==> src/rtl/rom_seq_pkg.sv <==
package rom_seq_pkg;
  localparam int unsigned SEQ_DATA_W      = 8;
  localparam int unsigned SEQ_ADDR_W      = 22;
  localparam int unsigned SEQ_SYNC_STAGES = 2;

  // Events decoded from the synchronized host strobes.
  typedef struct packed {
    logic cs_act;   // chip selected
    logic we_fall;  // write strobe went low
    logic we_rise;  // write strobe went high
    logic oe_low;   // read strobe is active
    logic oe_rise;  // read strobe went high
  } strobe_ev_t;
endpackage

==> src/rtl/seq_sync.sv <==
module seq_sync #(
  parameter int unsigned WIDTH = 1,
  parameter int unsigned STAGES = 2,
  parameter logic [WIDTH-1:0] RST_VAL = '0
) (
  input  logic             clk,
  input  logic             rst,
  input  logic [WIDTH-1:0] d,
  output logic [WIDTH-1:0] q
);
  logic [WIDTH-1:0] chain [STAGES];

  always_ff @(posedge clk) begin
    if (rst) begin
      for (int i = 0; i < int'(STAGES); i++) chain[i] <= RST_VAL;
    end else begin
      chain[0] <= d;
      for (int i = 1; i < int'(STAGES); i++) chain[i] <= chain[i-1];
    end
  end

  assign q = chain[STAGES-1];
endmodule

==> src/rtl/strobe_edges.sv <==
module strobe_edges
  import rom_seq_pkg::*;
(
  input  logic       clk,
  input  logic       rst,
  input  logic [2:0] strb_s,  // {cs_n, we_n, oe_n} after synchronization
  output strobe_ev_t ev
);
  logic cs_s, we_s, oe_s;
  logic we_prev, oe_prev;

  assign {cs_s, we_s, oe_s} = strb_s;

  always_ff @(posedge clk) begin
    if (rst) begin
      we_prev <= 1'b1;
      oe_prev <= 1'b1;
    end else begin
      we_prev <= we_s;
      oe_prev <= oe_s;
    end
  end

  always_comb begin
    ev.cs_act  = ~cs_s;
    ev.we_fall = we_prev & ~we_s;
    ev.we_rise = ~we_prev & we_s;
    ev.oe_low  = ~oe_s;
    ev.oe_rise = ~oe_prev & oe_s;
  end
endmodule

==> src/rtl/addr_loader.sv <==
module addr_loader
  import rom_seq_pkg::*;
#(
  parameter int unsigned DATA_W = SEQ_DATA_W,
  parameter int unsigned ADDR_W = SEQ_ADDR_W
) (
  input  logic              clk,
  input  logic              rst,
  input  strobe_ev_t        ev,
  input  logic              sel_hi,   // select bit 2, synchronized
  input  logic [DATA_W-1:0] din_s,
  output logic [ADDR_W-1:0] addr
);
  localparam int unsigned NLAT = (ADDR_W + DATA_W - 1) / DATA_W;
  localparam int unsigned PW   = (NLAT > 1) ? $clog2(NLAT) : 1;
  localparam logic [PW-1:0] LAST = PW'(NLAT - 1);

  logic [PW-1:0] ptr;   // next address byte to fill
  logic [PW-1:0] wsel;  // byte chosen at the falling write edge
  logic rom_sel, ptr_hold;

  assign rom_sel  = ev.cs_act & ~sel_hi;
  assign ptr_hold = ~ev.cs_act | (ev.oe_low & ~sel_hi);

  always_ff @(posedge clk) begin
    if (rst) begin
      ptr  <= '0;
      wsel <= '0;
      addr <= '0;
    end else begin
      if (ptr_hold)
        ptr <= '0;
      else if (rom_sel && ev.we_fall && ptr != LAST)
        ptr <= ptr + PW'(1);

      if (rom_sel && ev.we_fall)
        wsel <= ptr;

      if (rom_sel && ev.we_rise) begin
        for (int b = 0; b < int'(ADDR_W); b++)
          if ((b / int'(DATA_W)) == int'(wsel))
            addr[b] <= din_s[b % int'(DATA_W)];
      end else if (rom_sel && ev.oe_rise) begin
        addr <= addr + ADDR_W'(1);
      end
    end
  end

  // Pointer never passes the top byte.
  assert_ptr_saturates_R4: assert property (@(posedge clk) disable iff (rst)
    ptr <= LAST);

  assert_deselect_clears_ptr_R5: assert property (@(posedge clk) disable iff (rst)
    !ev.cs_act |=> ptr == '0);

  assert_rom_read_clears_ptr_R6: assert property (@(posedge clk) disable iff (rst)
    (ev.cs_act && ev.oe_low && !sel_hi) |=> ptr == '0);

  assert_expansion_keeps_ptr_R7: assert property (@(posedge clk) disable iff (rst)
    (ev.cs_act && sel_hi) |=> ($stable(ptr) && $stable(addr)));

  assert_read_advances_addr_R8: assert property (@(posedge clk) disable iff (rst)
    (rom_sel && ev.oe_rise && !ev.we_rise) |=> addr == $past(addr) + ADDR_W'(1));

  assert_deselect_freezes_addr_R9: assert property (@(posedge clk) disable iff (rst)
    !ev.cs_act |=> $stable(addr));
endmodule

==> src/rtl/rom_lookup.sv <==
module rom_lookup #(
  parameter int unsigned DATA_W = 8,
  parameter int unsigned ADDR_W = 22,
  parameter logic [DATA_W-1:0] SEED = 8'h5A,
  parameter int unsigned MEM_LIMIT = 10
) (
  input  logic              clk,
  input  logic [ADDR_W-1:0] addr,
  output logic [DATA_W-1:0] q
);
  localparam int unsigned NLAT = (ADDR_W + DATA_W - 1) / DATA_W;

  // Weighted sum of the address bytes, weights 1, 3, 5, ...
  function automatic logic [DATA_W-1:0] pattern(input logic [ADDR_W-1:0] a);
    logic [NLAT*DATA_W-1:0] ext;
    logic [DATA_W-1:0] acc;
    ext = '0;
    ext[ADDR_W-1:0] = a;
    acc = SEED;
    for (int k = 0; k < int'(NLAT); k++)
      acc = acc + DATA_W'(ext[k*DATA_W +: DATA_W] * (2*k + 1));
    return acc;
  endfunction

  generate
    if (ADDR_W <= MEM_LIMIT) begin : g_mem
      logic [DATA_W-1:0] mem [2**ADDR_W];
      initial begin
        for (int i = 0; i < 2**ADDR_W; i++) mem[i] = pattern(ADDR_W'(i));
      end
      always_ff @(posedge clk) q <= mem[addr];
    end else begin : g_calc
      always_ff @(posedge clk) q <= pattern(addr);
    end
  endgenerate
endmodule

==> src/rtl/strobe_rom_seq.sv <==
module strobe_rom_seq
  import rom_seq_pkg::*;
#(
  parameter int unsigned DATA_W = SEQ_DATA_W,
  parameter int unsigned ADDR_W = SEQ_ADDR_W,
  parameter int unsigned SYNC_STAGES = SEQ_SYNC_STAGES,
  parameter logic [DATA_W-1:0] SEED = 8'h5A
) (
  input  logic              clk,
  input  logic              rst,
  input  logic              cs_n,
  input  logic              we_n,
  input  logic              oe_n,
  input  logic [2:0]        rsel,
  input  logic [DATA_W-1:0] din,
  output logic [DATA_W-1:0] dout,
  output logic              dout_oe
);
  logic [2:0]        strb_s;
  logic [DATA_W:0]   bus_s;
  logic              sel_hi;
  logic [DATA_W-1:0] din_s;
  logic [ADDR_W-1:0] addr;
  logic [DATA_W-1:0] rom_q;
  logic              read_act;
  strobe_ev_t        ev;
  logic              unused_sel_lo;

  assign unused_sel_lo = ^rsel[1:0];  // low select bits do not address anything here

  seq_sync #(.WIDTH(3), .STAGES(SYNC_STAGES), .RST_VAL(3'b111)) u_strb_sync (
    .clk(clk), .rst(rst), .d({cs_n, we_n, oe_n}), .q(strb_s));

  seq_sync #(.WIDTH(DATA_W + 1), .STAGES(SYNC_STAGES), .RST_VAL('0)) u_bus_sync (
    .clk(clk), .rst(rst), .d({rsel[2], din}), .q(bus_s));

  assign sel_hi = bus_s[DATA_W];
  assign din_s  = bus_s[DATA_W-1:0];

  strobe_edges u_edges (.clk(clk), .rst(rst), .strb_s(strb_s), .ev(ev));

  addr_loader #(.DATA_W(DATA_W), .ADDR_W(ADDR_W)) u_loader (
    .clk(clk), .rst(rst), .ev(ev), .sel_hi(sel_hi), .din_s(din_s), .addr(addr));

  rom_lookup #(.DATA_W(DATA_W), .ADDR_W(ADDR_W), .SEED(SEED)) u_rom (
    .clk(clk), .addr(addr), .q(rom_q));

  assign read_act = ev.cs_act & ev.oe_low & ~sel_hi;

  always_ff @(posedge clk) begin
    if (rst) begin
      dout_oe <= 1'b0;
      dout    <= '0;
    end else begin
      dout_oe <= read_act;
      if (read_act) dout <= rom_q;
    end
  end

  // Bus released one cycle after a deselect is seen.
  assert_bus_released_on_deselect_R9: assert property (@(posedge clk) disable iff (rst)
    !ev.cs_act |=> !dout_oe);

  // Expansion-space select never drives the bus.
  assert_bus_released_on_expansion_R7: assert property (@(posedge clk) disable iff (rst)
    sel_hi |=> !dout_oe);
endmodule

==> config.mk <==
export PLATFORM = sky130hd
export DESIGN_NAME = strobe_rom_seq
export DESIGN_NICKNAME = d
export VERILOG_FILES = /design/src/rtl/rom_seq_pkg.sv /design/src/rtl/seq_sync.sv /design/src/rtl/strobe_edges.sv /design/src/rtl/addr_loader.sv /design/src/rtl/rom_lookup.sv /design/src/rtl/strobe_rom_seq.sv
export SDC_FILE = /design/constraint.sdc
export NUM_CORES = 1
export LEC_CHECK = 0
export ABC_CLOCK_PERIOD_IN_PS = 3540
export BUFFER_PORTS_ARGS = -buffer_cell sky130_fd_sc_hd__buf_2
export CAP_MARGIN = 25
export CELL_PAD_IN_SITES_DETAIL_PLACEMENT = 1
export CELL_PAD_IN_SITES_GLOBAL_PLACEMENT = 1
export CORE_ASPECT_RATIO = 0.75
export CORE_MARGIN = 2
export CORE_UTILIZATION = 30
export CTS_CLUSTER_DIAMETER = 50
export DETAILED_ROUTE_END_ITERATION = 8
export PLACE_DENSITY_LB_ADDON = 0.2
export SYNTH_ARGS = -nofsm -noshare
export SYNTH_HDL_FRONTEND = slang
export SYNTH_HIERARCHICAL = 1
export SYNTH_SLANG_ARGS = --single-unit
==> constraint.sdc <==
create_clock -name clk -period 3.54 [get_ports clk]
set_input_delay 0.708 -clock clk [delete_from_list [all_inputs] [get_ports clk]]
set_output_delay 0.708 -clock clk [all_outputs]
set_load 0.005 [all_outputs]
==> flow_summary.toml <==
[status]
status = "finished clean"

[grt]
grt_pass1_vias = 3172
grt_usage_pct = 15.44
grt_antenna_before_repair = 0
grt_pass1_wl_um = 16870
grt_start_max_net_pins = 51
gr-total-overflow = 0

[synth]
synth_warnings = 6
synth_mux_area_share_pct = 2.770
synth_edf_count = 0
syn_inst = 432
ys_ff_latch = 69
synth.avg_cell_area_um2 = 9.306
synth_top_family_by_area = "simple AND/OR/NAND/NOR gates"
syn_nets = 486
synth-xor-area-share_pct = 2.614
ys_seq_area_share_pct = 34.36
syn_area_um2 = 4020
synthAdderAreaFrac_pct = 14.81
synth_compound_area_share_pct = 13.85
synthSimpleGateAreaFrac_pct = 22.91
async_reset_ff_share_pct = 0
dominantRegCellSynth = "dfxtp_1"
yosysUniqueCellTypes = 64

[critical_path]
rr_worst_depth = 11
crit_end = "u_rom/q[6]"
r2r-start = "u_loader/addr[9]"
path_common_cell = "fa_1"
cp-end-kind = "flop"
start_kind = "flop"
critical_path.max_stage_delay_ns = 0.57
cp_max_fo = 2
crit_path_cell_trace = "fa_2 > fa_1 > inv_1 > fa_1 > fa_1 > buf_4 > fa_2 > inv_1 > a21o_1 > a21oi_1 > xnor2_1"
critical_path_arrival_ns = 3.58
path_class = "reg -> reg"
worstPathRequired_ns = 3.77
reg2reg_setup_slack_ns = 0.19
crit_slowest_cell = "fa_1"
rr_endpoint = "u_rom/q[6]"
crit_start = "u_loader/addr[9]"

[timing]
period_needed_ns = 3.350
worst_slew_pin_slew_ns = 0.5543
setup_viol = 0
worst_slack_ns = 0.1898
fin_skew_ns = 0.006284
timing.fmax_ghz = 0.2985
drv_slew = 0
max_slew_margin_pct = 63.04
hold_viol = 0
rsz0062_at_grt = "no"
setup_tns_ns = 0
period_share_pct = 94.64

[floorplan]
io_pins = 25
dieWidth_um = 137.7
dieArea_um2 = 14350
start_util_pct = 30.88
rows = 36
die_h_um = 104.3
core_area_um2 = 13020

[power]
max-vdd-ir-drop_v = 0.0002490
power_density_nw_per_um2 = 385.6
leakage_nw = 1.834

[drt]
drcViolationCount = 0
routed_wl_um = 10250
drt_first_pass_iters = 5
ant_nets = 0
vias = 3121
drt_iter0_markers = 122
routedWlPerCell_um = 16.24
vias_per_cell = 4.946

[placement]
gp_congestion = 0.7955
dp_hpwl_um = 7788
place_area_um2 = 4312
dp_slack_ns = -0.01290
dp.cells = 615
portBuffers = 22

[finish]
finalInstanceArea_um2 = 4632
post-route-util_pct = 35.58
fin_cells = 631
syn2layout_area_growth_pct = 15.22
num-nets-final = 509
antenna_cells = 0
n_fill_cell = 1525
drive_gt1_share_pct = 16.74

[clocking]
clock_sinks = 69
clockBufferDepth = 2
numCtsBuffers = 9
cts-root-buf = "clkbuf_16"
clk_pin_slew_ns = 0.06
clk_latency_ns = 0.34
h-tree-depth = 3
cts_tree = "built"
postCtsSetupBuffers = 0
ctsHoldBuffers = 0

[worst_hold_path]
hp-start = "u_strb_sync/chain[0][0]"
hold_class = "reg -> reg"

[job]
cap_viol_max_count = 0
[logic make-up (layout without fill, tap and decap cells)]
family	Yosys count	after routing
AO/OA/AOI/OAI	79	79
XOR/XNOR	12	12
adder cells (fa/ha/maj)	38	38
buffers and inverters	73	101
flip-flops	69	69
multiplexers	11	11
AND/OR/NAND/NOR	150	150
[worst max-delay path: cells and delay by family, from the launching register on]
family	cells	cell delay, ns
xor+xnor	1	0.12
fa+ha+maj	5	2.31
buf+inv	3	0.29
compound gates	2	0.18
flops	1	0.34
[where the power goes]
| group | internal [mW] | total, mW | leakage [nW] | switching (mW) |
|---|---|---|---|---|
| clock | 0.474 | 0.832 | 0.128 | 0.357 |
| combinational | 0.0679 | 0.137 | 1.14 | 0.0688 |
| sequential | 0.805 | 0.818 | 0.564 | 0.0124 |
[Yosys cell counts, drive strengths merged, types with 6 or more instances]
cell type | instances | area, um2
ha | 22 | 275.3
nand4 | 10 | 68.81
dfxtp | 69 | 1381
nand2 | 9 | 33.78
a21oi | 17 | 100.1
xnor2 | 12 | 105.1
nor2 | 19 | 73.82
mux2i | 10 | 100.1
and2b | 8 | 60.06
or2 | 9 | 58.81
inv | 45 | 168.9
nand3 | 9 | 50.05
fa | 16 | 320.3
o21ai | 15 | 75.07
buf | 24 | 163.9
a211oi | 10 | 75.07
nor2b | 17 | 106.4
nand3b | 6 | 45.04
and2 | 7 | 43.79
nand2b | 27 | 176.4
[state kept, by name (all words and copies together), names as in the netlist]
| signal | flops |
|---|---|
| dout | 8 |
| dout_oe | 1 |
| u_bus_sync/chain | 18 |
| u_edges/oe_prev | 1 |
| u_edges/we_prev | 1 |
| u_loader/addr | 22 |
| u_loader/ptr | 2 |
| u_loader/wsel | 2 |
| u_rom/q | 8 |
| u_strb_sync/chain | 6 |
[worst min-delay path by stage]
stage	slack [ns]	to	cells past startpoint
floorplan	0.38	u_strb_sync/chain[0][3]	1
global placement	0.39	u_strb_sync/chain[0][5]	1
detailed placement	0.40	u_strb_sync/chain[0][3]	1
CTS	0.41	u_strb_sync/chain[0][3]	1
global route	0.43	u_strb_sync/chain[0][5]	1
finish	0.40	u_strb_sync/chain[0][3]	1
[cells in the final DEF (no fill, tap or decap), types with 4 or more instances in the layout]
cell       synthesis  final
a211oi_1          10      9
a21oi_1           15     15
a31oi_1            4      4
and2_1             7      7
and2b_1            8      8
and3_1             4      4
and4_1             4      4
buf_2              5     22
buf_4             16     17
clkbuf_16          0      9
dfxtp_1           69     68
fa_1              16     13
ha_1              22     20
inv_1             45     45
mux2i_1           10     10
nand2_1            9      9
nand2b_1          26     26
nand3_1            8      8
nand3b_1           6      6
nand4_1            9      9
nor2_1            18     18
nor2b_1           17     17
nor3_1             5      5
nor4_1             5      5
o21ai_0           12     11
o22ai_1            5      5
or2_1              8      8
xnor2_1           12     12
[layout make-up]
type,count,area [um2],share of cell area (%)
Clock buffer,9,225.2,4.862
Clock inverter,7,50.05,1.080
Inverter,45,168.9,3.647
Multi-Input combinational cell,290,2331,50.32
Sequential cell,69,1385,29.90
Tap cell,171,214.0,4.619
Timing Repair Buffer,40,257.7,5.565
[layer usage]
layer | up-vias | track usage, % | share of wire (%)
met5 | - | 0 | 0
met4 | 0 | 3.829 | 0.72
met3 | 7 | 4.142 | 3.3
met2 | 54 | 22.92 | 43
met1 | 1524 | 22.09 | 53
li1 | 1536 | - | -
[repair_timing]
item,in CTS,in global routing
setup endpoints to repair,1,2
gates resized for setup,1,9
pin swaps,1,4
[through the flow]
step / hold slack [ns] / total power [mW]
after floorplan: 0.3832 / 0.9341
after global placement: 0.3883 / 0.9665
after detailed placement: 0.3971 / 0.9710
after CTS: 0.4107 / 1.813
after global routing: 0.4310 / 1.869
final: 0.4033 / 1.786
No activity file was read; power rests on OpenSTA's default activity.
